<file path="config.mk">
export PLATFORM = sky130hd
export DESIGN_NAME = link_rate_seq
export DESIGN_NICKNAME = d
export VERILOG_FILES = /design/src/rtl/lrs_pkg.sv /design/src/rtl/lrs_step_timer.sv /design/src/rtl/lrs_lane_mask.sv /design/src/rtl/lrs_rate_cfg.sv /design/src/rtl/link_rate_seq.sv
export SDC_FILE = /design/constraint.sdc
export NUM_CORES = 1
export LEC_CHECK = 0
export ABC_CLOCK_PERIOD_IN_PS = 5850
export BUFFER_PORTS_ARGS = -buffer_cell sky130_fd_sc_hd__buf_2
export CAP_MARGIN = 25
export CORE_MARGIN = 4
export CORE_UTILIZATION = 45
export DETAILED_ROUTE_END_ITERATION = 8
export GPL_TIMING_DRIVEN = 0
export PLACE_DENSITY_LB_ADDON = 0.3
export SLEW_MARGIN = 0
export SYNTH_ARGS = -nofsm -noshare
export SYNTH_HDL_FRONTEND = slang
export SYNTH_SLANG_ARGS = --single-unit
</file>
<file path="constraint.sdc">
create_clock -name clk -period 5.85 [get_ports clk]
set_input_delay 0.8775 -clock clk [delete_from_list [all_inputs] [get_ports clk]]
set_output_delay 0.8775 -clock clk [all_outputs]
set_load 0.05 [all_outputs]
</file>
<file path="src/rtl/lrs_pkg.sv">
package lrs_pkg;

    typedef enum logic [4:0] {
        ST_IDLE,
        ST_PWR_DEEP,
        ST_CLK_OFF_WR,
        ST_CLK_OFF_POLL,
        ST_CLK_OFF_SETTLE,
        ST_GAP_PRE,
        ST_PLL_OFF_WR,
        ST_PLL_OFF_POLL,
        ST_PLL_OFF_SETTLE,
        ST_CFG_WR,
        ST_PLL_ON_WR,
        ST_PLL_ON_POLL,
        ST_GAP_POST,
        ST_CLK_ON_WR,
        ST_CLK_ON_POLL,
        ST_CLK_ON_SETTLE,
        ST_PWR_MID,
        ST_PWR_ACT,
        ST_FINAL_WAIT,
        ST_REPORT
    } seq_state_t;

    localparam logic [1:0] PWR_ACTIVE = 2'b00;
    localparam logic [1:0] PWR_MID    = 2'b10;
    localparam logic [1:0] PWR_DEEP   = 2'b11;

    // Delay in ns turned into whole clock cycles, rounded up.
    function automatic int ns_to_cycles(input int ns, input int period_ps);
        return (ns * 1000 + period_ps - 1) / period_ps;
    endfunction

endpackage

</file>
<file path="src/rtl/lrs_step_timer.sv">
module lrs_step_timer #(
    parameter int W = 12
) (
    input  logic         clk,
    input  logic         rst_n,
    input  logic         clr,
    output logic [W-1:0] cnt
);
    // Cycle counter for the current step; saturates instead of wrapping.
    always_ff @(posedge clk or negedge rst_n) begin
        if (!rst_n) begin
            cnt <= '0;
        end else if (clr) begin
            cnt <= '0;
        end else if (cnt != {W{1'b1}}) begin
            cnt <= cnt + 1'b1;
        end
    end
endmodule

</file>
<file path="src/rtl/lrs_lane_mask.sv">
module lrs_lane_mask #(
    parameter int NUM_LANES = 4
) (
    input  logic [2:0]           lane_cnt,
    output logic [NUM_LANES-1:0] mask
);
    always_comb begin
        unique case (lane_cnt)
            3'd1:    mask = NUM_LANES'(1);
            3'd2:    mask = NUM_LANES'(3);
            default: mask = {NUM_LANES{1'b1}};
        endcase
    end
endmodule

</file>
<file path="src/rtl/lrs_rate_cfg.sv">
module lrs_rate_cfg #(
    parameter int              ADDR_W   = 20,
    parameter int              DATA_W   = 32,
    parameter int              IDX_W    = 2,
    parameter logic [ADDR_W-1:0] CFG_BASE = '0
) (
    input  logic [2:0]        rate,
    input  logic [IDX_W-1:0]  idx,
    output logic [ADDR_W-1:0] addr,
    output logic [DATA_W-1:0] data
);
    // Entry k of the list: word-spaced address, data carries rate and k.
    always_comb begin
        addr = CFG_BASE + (ADDR_W'(idx) << 2);
        data = DATA_W'({rate, 8'(idx)});
    end
endmodule

</file>
<file path="src/rtl/link_rate_seq.sv">
module link_rate_seq
    import lrs_pkg::*;
#(
    parameter int              ADDR_W        = 20,
    parameter int              DATA_W        = 32,
    parameter int              NUM_LANES     = 4,
    parameter int              CLK_PERIOD_PS = 8000,
    parameter int              TIMEOUT_CYC   = 4096,
    parameter int              NUM_CFG       = 4,
    parameter logic [ADDR_W-1:0] CLK_EN_ADDR   = ADDR_W'(32'h00024),
    parameter logic [ADDR_W-1:0] CLK_ACK_ADDR  = ADDR_W'(32'h00028),
    parameter logic [ADDR_W-1:0] PLL_CTL_ADDR  = ADDR_W'(32'h3800C),
    parameter logic [ADDR_W-1:0] PLL_STAT_ADDR = ADDR_W'(32'h38004),
    parameter logic [ADDR_W-1:0] CFG_BASE      = ADDR_W'(32'h00400)
) (
    input  logic              clk,
    input  logic              rst_n,
    input  logic              start,
    input  logic [2:0]        lane_cnt,
    input  logic [2:0]        rate_sel,
    output logic              busy,
    output logic              done,
    output logic              error,
    output logic              bus_req,
    output logic              bus_we,
    output logic [ADDR_W-1:0] bus_addr,
    output logic [DATA_W-1:0] bus_wdata,
    input  logic              bus_ack,
    input  logic [DATA_W-1:0] bus_rdata,
    output logic              pwr_req,
    output logic [1:0]        pwr_state,
    input  logic              pwr_ack
);
    localparam int CYC_SHORT = ns_to_cycles(100, CLK_PERIOD_PS);
    localparam int CYC_MID   = ns_to_cycles(200, CLK_PERIOD_PS);
    localparam int CYC_LONG  = ns_to_cycles(900, CLK_PERIOD_PS);
    localparam int TMR_W     = $clog2(TIMEOUT_CYC + CYC_LONG + 2);
    localparam int CFG_IW    = (NUM_CFG > 1) ? $clog2(NUM_CFG) : 1;
    localparam logic [DATA_W-1:0] PLL_OFF_BIT = DATA_W'(4);
    localparam logic [DATA_W-1:0] PLL_RDY_BIT = DATA_W'(1);
    localparam logic [DATA_W-1:0] PLL_ON_VAL  = DATA_W'(3);

    seq_state_t           state_q, state_d;
    logic [2:0]           lanes_q;
    logic [2:0]           rate_q;
    logic [CFG_IW-1:0]    idx_q;
    logic                 err_q;
    logic [TMR_W-1:0]     tmr;
    logic                 tmr_clr;
    logic [NUM_LANES-1:0] mask;
    logic [DATA_W-1:0]    mask_w;
    logic [ADDR_W-1:0]    cfg_addr;
    logic [DATA_W-1:0]    cfg_data;
    logic                 handshake;
    logic                 timed_out;
    logic                 xfer;

    lrs_step_timer #(.W(TMR_W)) u_timer (
        .clk   (clk),
        .rst_n (rst_n),
        .clr   (tmr_clr),
        .cnt   (tmr)
    );

    lrs_lane_mask #(.NUM_LANES(NUM_LANES)) u_mask (
        .lane_cnt (lanes_q),
        .mask     (mask)
    );

    lrs_rate_cfg #(
        .ADDR_W   (ADDR_W),
        .DATA_W   (DATA_W),
        .IDX_W    (CFG_IW),
        .CFG_BASE (CFG_BASE)
    ) u_cfg (
        .rate (rate_q),
        .idx  (idx_q),
        .addr (cfg_addr),
        .data (cfg_data)
    );

    assign mask_w = DATA_W'(mask);
    assign xfer   = bus_req && bus_ack;

    // States that wait on the bus or the power handshake are timeout-limited.
    always_comb begin
        unique case (state_q)
            ST_PWR_DEEP, ST_CLK_OFF_WR, ST_CLK_OFF_POLL, ST_PLL_OFF_WR,
            ST_PLL_OFF_POLL, ST_CFG_WR, ST_PLL_ON_WR, ST_PLL_ON_POLL,
            ST_CLK_ON_WR, ST_CLK_ON_POLL, ST_PWR_MID, ST_PWR_ACT:
                handshake = 1'b1;
            default:
                handshake = 1'b0;
        endcase
    end

    assign timed_out = handshake && (tmr == TMR_W'(TIMEOUT_CYC - 1));

    // Next-state logic.
    always_comb begin
        state_d = state_q;
        if (timed_out) begin
            state_d = ST_REPORT;
        end else begin
            unique case (state_q)
                ST_IDLE:           if (start) state_d = ST_PWR_DEEP;
                ST_PWR_DEEP:       if (pwr_ack) state_d = ST_CLK_OFF_WR;
                ST_CLK_OFF_WR:     if (xfer) state_d = ST_CLK_OFF_POLL;
                ST_CLK_OFF_POLL:   if (xfer && ((bus_rdata & mask_w) == '0))
                                       state_d = ST_CLK_OFF_SETTLE;
                ST_CLK_OFF_SETTLE: if (tmr == TMR_W'(CYC_SHORT - 1)) state_d = ST_GAP_PRE;
                ST_GAP_PRE:        if (tmr == TMR_W'(CYC_MID - 1)) state_d = ST_PLL_OFF_WR;
                ST_PLL_OFF_WR:     if (xfer) state_d = ST_PLL_OFF_POLL;
                ST_PLL_OFF_POLL:   if (xfer && ((bus_rdata & PLL_OFF_BIT) != '0))
                                       state_d = ST_PLL_OFF_SETTLE;
                ST_PLL_OFF_SETTLE: if (tmr == TMR_W'(CYC_MID - 1)) state_d = ST_CFG_WR;
                ST_CFG_WR:         if (xfer && (idx_q == CFG_IW'(NUM_CFG - 1)))
                                       state_d = ST_PLL_ON_WR;
                ST_PLL_ON_WR:      if (xfer) state_d = ST_PLL_ON_POLL;
                ST_PLL_ON_POLL:    if (xfer && ((bus_rdata & PLL_RDY_BIT) != '0))
                                       state_d = ST_GAP_POST;
                ST_GAP_POST:       if (tmr == TMR_W'(CYC_MID - 1)) state_d = ST_CLK_ON_WR;
                ST_CLK_ON_WR:      if (xfer) state_d = ST_CLK_ON_POLL;
                ST_CLK_ON_POLL:    if (xfer && ((bus_rdata & mask_w) == mask_w))
                                       state_d = ST_CLK_ON_SETTLE;
                ST_CLK_ON_SETTLE:  if (tmr == TMR_W'(CYC_SHORT - 1)) state_d = ST_PWR_MID;
                ST_PWR_MID:        if (pwr_ack) state_d = ST_PWR_ACT;
                ST_PWR_ACT:        if (pwr_ack) state_d = ST_FINAL_WAIT;
                ST_FINAL_WAIT:     if (tmr == TMR_W'(CYC_LONG - 1)) state_d = ST_REPORT;
                ST_REPORT:         state_d = ST_IDLE;
                default:           state_d = ST_IDLE;
            endcase
        end
    end

    // Timer restarts on every state change and on each table write.
    assign tmr_clr = (state_d != state_q) || ((state_q == ST_CFG_WR) && xfer);

    // State register and the values latched with it.
    always_ff @(posedge clk or negedge rst_n) begin
        if (!rst_n) begin
            state_q <= ST_IDLE;
            lanes_q <= 3'd0;
            rate_q  <= 3'd0;
            idx_q   <= '0;
            err_q   <= 1'b0;
        end else begin
            state_q <= state_d;
            if (state_q == ST_IDLE && start) begin
                lanes_q <= lane_cnt;
                rate_q  <= rate_sel;
                idx_q   <= '0;
                err_q   <= 1'b0;
            end else if (timed_out) begin
                err_q <= 1'b1;
            end else if (state_q == ST_CFG_WR && xfer) begin
                idx_q <= idx_q + 1'b1;
            end
        end
    end

    // Outputs decoded from the state.
    always_comb begin
        bus_req   = 1'b0;
        bus_we    = 1'b0;
        bus_addr  = '0;
        bus_wdata = '0;
        pwr_req   = 1'b0;
        pwr_state = PWR_ACTIVE;
        done      = 1'b0;
        error     = 1'b0;
        busy      = (state_q != ST_IDLE);
        unique case (state_q)
            ST_PWR_DEEP:     begin pwr_req = 1'b1; pwr_state = PWR_DEEP; end
            ST_PWR_MID:      begin pwr_req = 1'b1; pwr_state = PWR_MID; end
            ST_PWR_ACT:      begin pwr_req = 1'b1; pwr_state = PWR_ACTIVE; end
            ST_CLK_OFF_WR:   begin bus_req = 1'b1; bus_we = 1'b1; bus_addr = CLK_EN_ADDR; end
            ST_CLK_ON_WR:    begin
                bus_req = 1'b1; bus_we = 1'b1; bus_addr = CLK_EN_ADDR; bus_wdata = mask_w;
            end
            ST_CLK_OFF_POLL,
            ST_CLK_ON_POLL:  begin bus_req = 1'b1; bus_addr = CLK_ACK_ADDR; end
            ST_PLL_OFF_WR:   begin bus_req = 1'b1; bus_we = 1'b1; bus_addr = PLL_CTL_ADDR; end
            ST_PLL_ON_WR:    begin
                bus_req = 1'b1; bus_we = 1'b1; bus_addr = PLL_CTL_ADDR; bus_wdata = PLL_ON_VAL;
            end
            ST_PLL_OFF_POLL,
            ST_PLL_ON_POLL:  begin bus_req = 1'b1; bus_addr = PLL_STAT_ADDR; end
            ST_CFG_WR:       begin
                bus_req = 1'b1; bus_we = 1'b1; bus_addr = cfg_addr; bus_wdata = cfg_data;
            end
            ST_REPORT:       begin done = 1'b1; error = err_q; end
            default:         ;
        endcase
    end

    // Checks kept beside the logic they guard.
    p_idle_quiet_r1: assert property (@(posedge clk) disable iff (!rst_n)
        !busy |-> (!bus_req && !pwr_req && !done && !error));

    p_bus_hold_r3: assert property (@(posedge clk) disable iff (!rst_n)
        (bus_req && !bus_ack && !timed_out) |=>
            (bus_req && $stable(bus_addr) && $stable(bus_we) && $stable(bus_wdata)));

    p_pwr_hold_r8: assert property (@(posedge clk) disable iff (!rst_n)
        (pwr_req && !pwr_ack && !timed_out) |=> (pwr_req && $stable(pwr_state)));

    p_timer_bound_r9: assert property (@(posedge clk) disable iff (!rst_n)
        handshake |-> (tmr < TMR_W'(TIMEOUT_CYC)));

    p_quiet_after_timeout_r9: assert property (@(posedge clk) disable iff (!rst_n)
        timed_out |=> (done && error && !bus_req && !pwr_req));

    p_hold_settings_r10: assert property (@(posedge clk) disable iff (!rst_n)
        (busy && start) |=> ($stable(rate_q) && $stable(lanes_q)));

    p_done_pulse_r11: assert property (@(posedge clk) disable iff (!rst_n)
        done |=> !done);

    p_error_with_done_r11: assert property (@(posedge clk) disable iff (!rst_n)
        error |-> done);

endmodule

</file>
==> flow_summary_export.csv <==
group,metric,value,unit
power,clockPowerShare,8.0,%
worst_setup_path,crit_path_top_delay_cell,"dfrtp_1",
sta,min_period,3.48,ns
final_layout,area_growth,15.9,%
yosys,yosysMostFrequentCell,"buf_4",
place,dp_hpwl,6.24,mm
worst_setup_path,crit_family,"buffers and inverters",
grt,grt_pass1_wl,12.9,mm
sta,rsz0062_at_grt,"false",
yosys,netlist.area_leader.share,23.3,%
worst_setup_path,crit_path_start_kind,"flip-flop",
clock_network,insertion_delay,0.28,ns
floorplan,ios,103,
worst_setup_path,cp.arrival,2.60,ns
drt,via_per_inst,5.54,
power,internal_power,0.620,mW
power,p_comb_share,73.2,%
clock_network,cts-buffers-inserted,3,
yosys,synth_common_cells,"45 x buf_4, 31 x nand2_1, 27 x dfrtp_1, 21 x a21oi_1, 20 x nor2_1",
sta,tightest_slew,0.658,ns
yosys,synth_edf_count,0,
sta,fin_tns_setup,0,ns
sta,slew_viol_final,0,
drt,ant_nets,0,
drt,drt_iter0_drc,335,
floorplan,start_util,47.6,%
clock_network,clock_sinks,27,
yosys,netlist_area,2900,µm²
worst_setup_path,cp_max_fo,10,
grt,grt_pass1_vias,2603,
clock_network,cts_tree,"done",
worst_setup_path,cp_num_buf_inv,5,
floorplan,dieWidth,88.3,µm
grt,grt_usage,21.0,%
final_layout,drive_above_1_share,30.2,%
sta,timing.hold.ws,0.508,ns
yosys,synth_flop_cell,"dfrtp_1",
sta,fin_crit_sh,59.4,%
floorplan,die_area,7800,µm²
clock_network,clkTransAtPathRegs,0.10,ns
drt,wl,8.09,mm
floorplan,core-area,6100,µm²
power,sw_frac_of_total,56.2,%
final_layout,nets,482,
drt,dr.pass1.iters,5,
grt,grt_max_degree,28,
place,gp_congestion,0.997,
outcome,status,"finished clean",
clock_network,cts-root-buf,"clkbuf_8",
sta,hold_viol,0,
power,p_leak,1.57,nW
yosys,synth_top_area_cell,"dfrtp_1",
place,io_buffers,36,
drt,post_drt_wl_per_cell,16.0,µm
worst_setup_path,path_class,"reg -> out",
drt,drc,0,
yosys,ys_ff_latch,27,
flow_run,cap_violations,0,
worst_setup_path,cpMostUsedCell,"buf_4",
power,power.switching,0.797,mW
floorplan,die_y,88.3,µm
yosys,netlist_top_cells_area,"dfrtp_1 23%, buf_4 12%, nor4b_2 5.2%, nand2_1 4.0%, a21oi_1 3.6%",
power,vdd_drop_max,318,µV
yosys,synth-warning-count,0,
floorplan,rows,28,
sta,maxSlewHeadroom,55.0,%
clock_network,cts_hold_buffers,0,
clock_network,post_cts_buffers,0,
drt,via_count,2801,
power,p_seq_share,18.8,%
worst_setup_path,path_cells,"buf_4 > inv_1 > ha_1 > buf_6 > buf_4 > o21ai_0 > a21oi_1 > o221a_2 > buf_2",
yosys,synth.distinct_cells,65,
yosys,syn_inst,354,
clock_network,clock_path_buffers,2,
final_layout,n_antenna_cell,0,
grt,overflow,0,
sta,setup_viol_count_final,0,
worst_setup_path,endpoint_kind,"primary output",
yosys,ys_seq_area_share,23.3,%
worst_setup_path,cp_slowest_stage_delay,0.43,ns
grt,antenna_found_initial,0,
yosys,synth.avg_cell_area,8.20,µm²
sta,max_freq,0.288,GHz
worst_setup_path,cp_data_required_time,4.97,ns
clock_network,cts_max_level,1,
min_path,hp-class,"reg -> reg",
sta,skew,0.00496,ns
yosys,synth-async-reset-ratio,100,%
power,cellPowerDensity,421,nW/µm²
clock_network,post_cts_resized,0,
final_layout,final_util,55.2,%
-- power groups by stage --
stage / Combinational, mW / Clock, mW / Sequential [mW]
3_5_place_dp: 1.02 / 0 / 0.270
2_1_floorplan: 0.813 / 0 / 0.258
6_report: 1.04 / 0.113 / 0.267
5_1_grt: 1.12 / 0.123 / 0.274
4_1_cts: 1.03 / 0.116 / 0.266
3_3_place_gp: 1.02 / 0 / 0.268
-- routing by layer --
metal	track usage (%)	wire length [µm]	up-vias
li1	-	-	1356
met1	28.3	3350	1278
met2	36.0	3800	150
met3	1.30	750	17
met4	6.59	181	0
met5	0	0	-
-- logic make-up after synthesis --
group / Yosys count / share of synthesized area, %
AND/OR/NAND/NOR: 143 / 31.4
buffers and inverters: 77 / 16.7
AO/OA/AOI/OAI: 76 / 17.8
flip-flops: 27 / 23.3
XOR/XNOR: 12 / 3.62
multiplexers: 11 / 4.10
adder cells (fa/ha/maj): 7 / 3.02
other: 1 / 0.129
-- cells in the final DEF (no fill, tap or decap), types with 9 or more instances in the layout --
cell type	netlist	routed
dfrtp_1	27	27
nor2_1	20	20
nor3_1	10	10
inv_1	13	13
nor4b_2	10	10
nand3_1	12	12
nand2b_1	10	10
xnor2_1	9	9
o21ai_0	16	16
buf_2	3	39
buf_4	45	45
a21oi_1	21	21
nand2_1	31	31
clkbuf_1	9	9
conb_1	1	38
-- registers in the layout, summed over array words and instances, names as in the netlist --
name,flops
u_timer.cnt,13
state_q,5
lanes_q,3
rate_q,3
idx_q,2
err_q,1
-- cell type report --
cell class,count,area (µm²)
plain buffers,64,437
well taps,75,93.8
clock buffers,3,41.3
repair buffers,36,180
flip-flops and latches,27,676
clock inverters,1,8.76
inverters,13,48.8
multi-input cells,287,1880
fillers,579,2730
-- worst reg2reg max path, delay by kind of cell, from the launching register on --
| family | cells | cell delay [ns] |
|---|---|---|
| AOI/OAI and AO/OA | 5 | 1.77 |
| adders and majority gates | 1 | 0.22 |
| buffers and inverters | 3 | 0.54 |
| DFF | 1 | 0.49 |
| and+or+nand+nor | 1 | 0.28 |
-- per-stage QoR --
stage	instances	worst slack, ns	power, mW	area (µm²)
after floorplan	391	2.25	1.07	3040
after global placement	502	2.50	1.29	3320
after detailed placement	502	2.58	1.29	3320
after CTS	506	2.42	1.41	3370
after global routing	506	2.18	1.51	3370
final	506	2.37	1.42	3370
-- path summary, 6_finish.rpt --
path	start	slack [ns]	cells after the start	endpoint
setup / recovery	state_q[1]$_DFF_PN0_	2.37	9	bus_addr[2]
hold / removal	rate_q[0]$_DFFE_PN0P_	0.51	1	rate_q[0]$_DFFE_PN0P_
setup reg to reg	state_q[0]$_DFF_PN0_	2.47	10	u_timer.cnt[1]$_DFFE_PN0P_
hold reg to reg	rate_q[0]$_DFFE_PN0P_	0.51	1	rate_q[0]$_DFFE_PN0P_
max in group asynchronous	rst_n	4.86	1	u_timer.cnt[5]$_DFFE_PN0P_
min in group asynchronous	rst_n	0.59	1	lanes_q[1]$_DFFE_PN0P_
(Power assumes the default switching activity.)
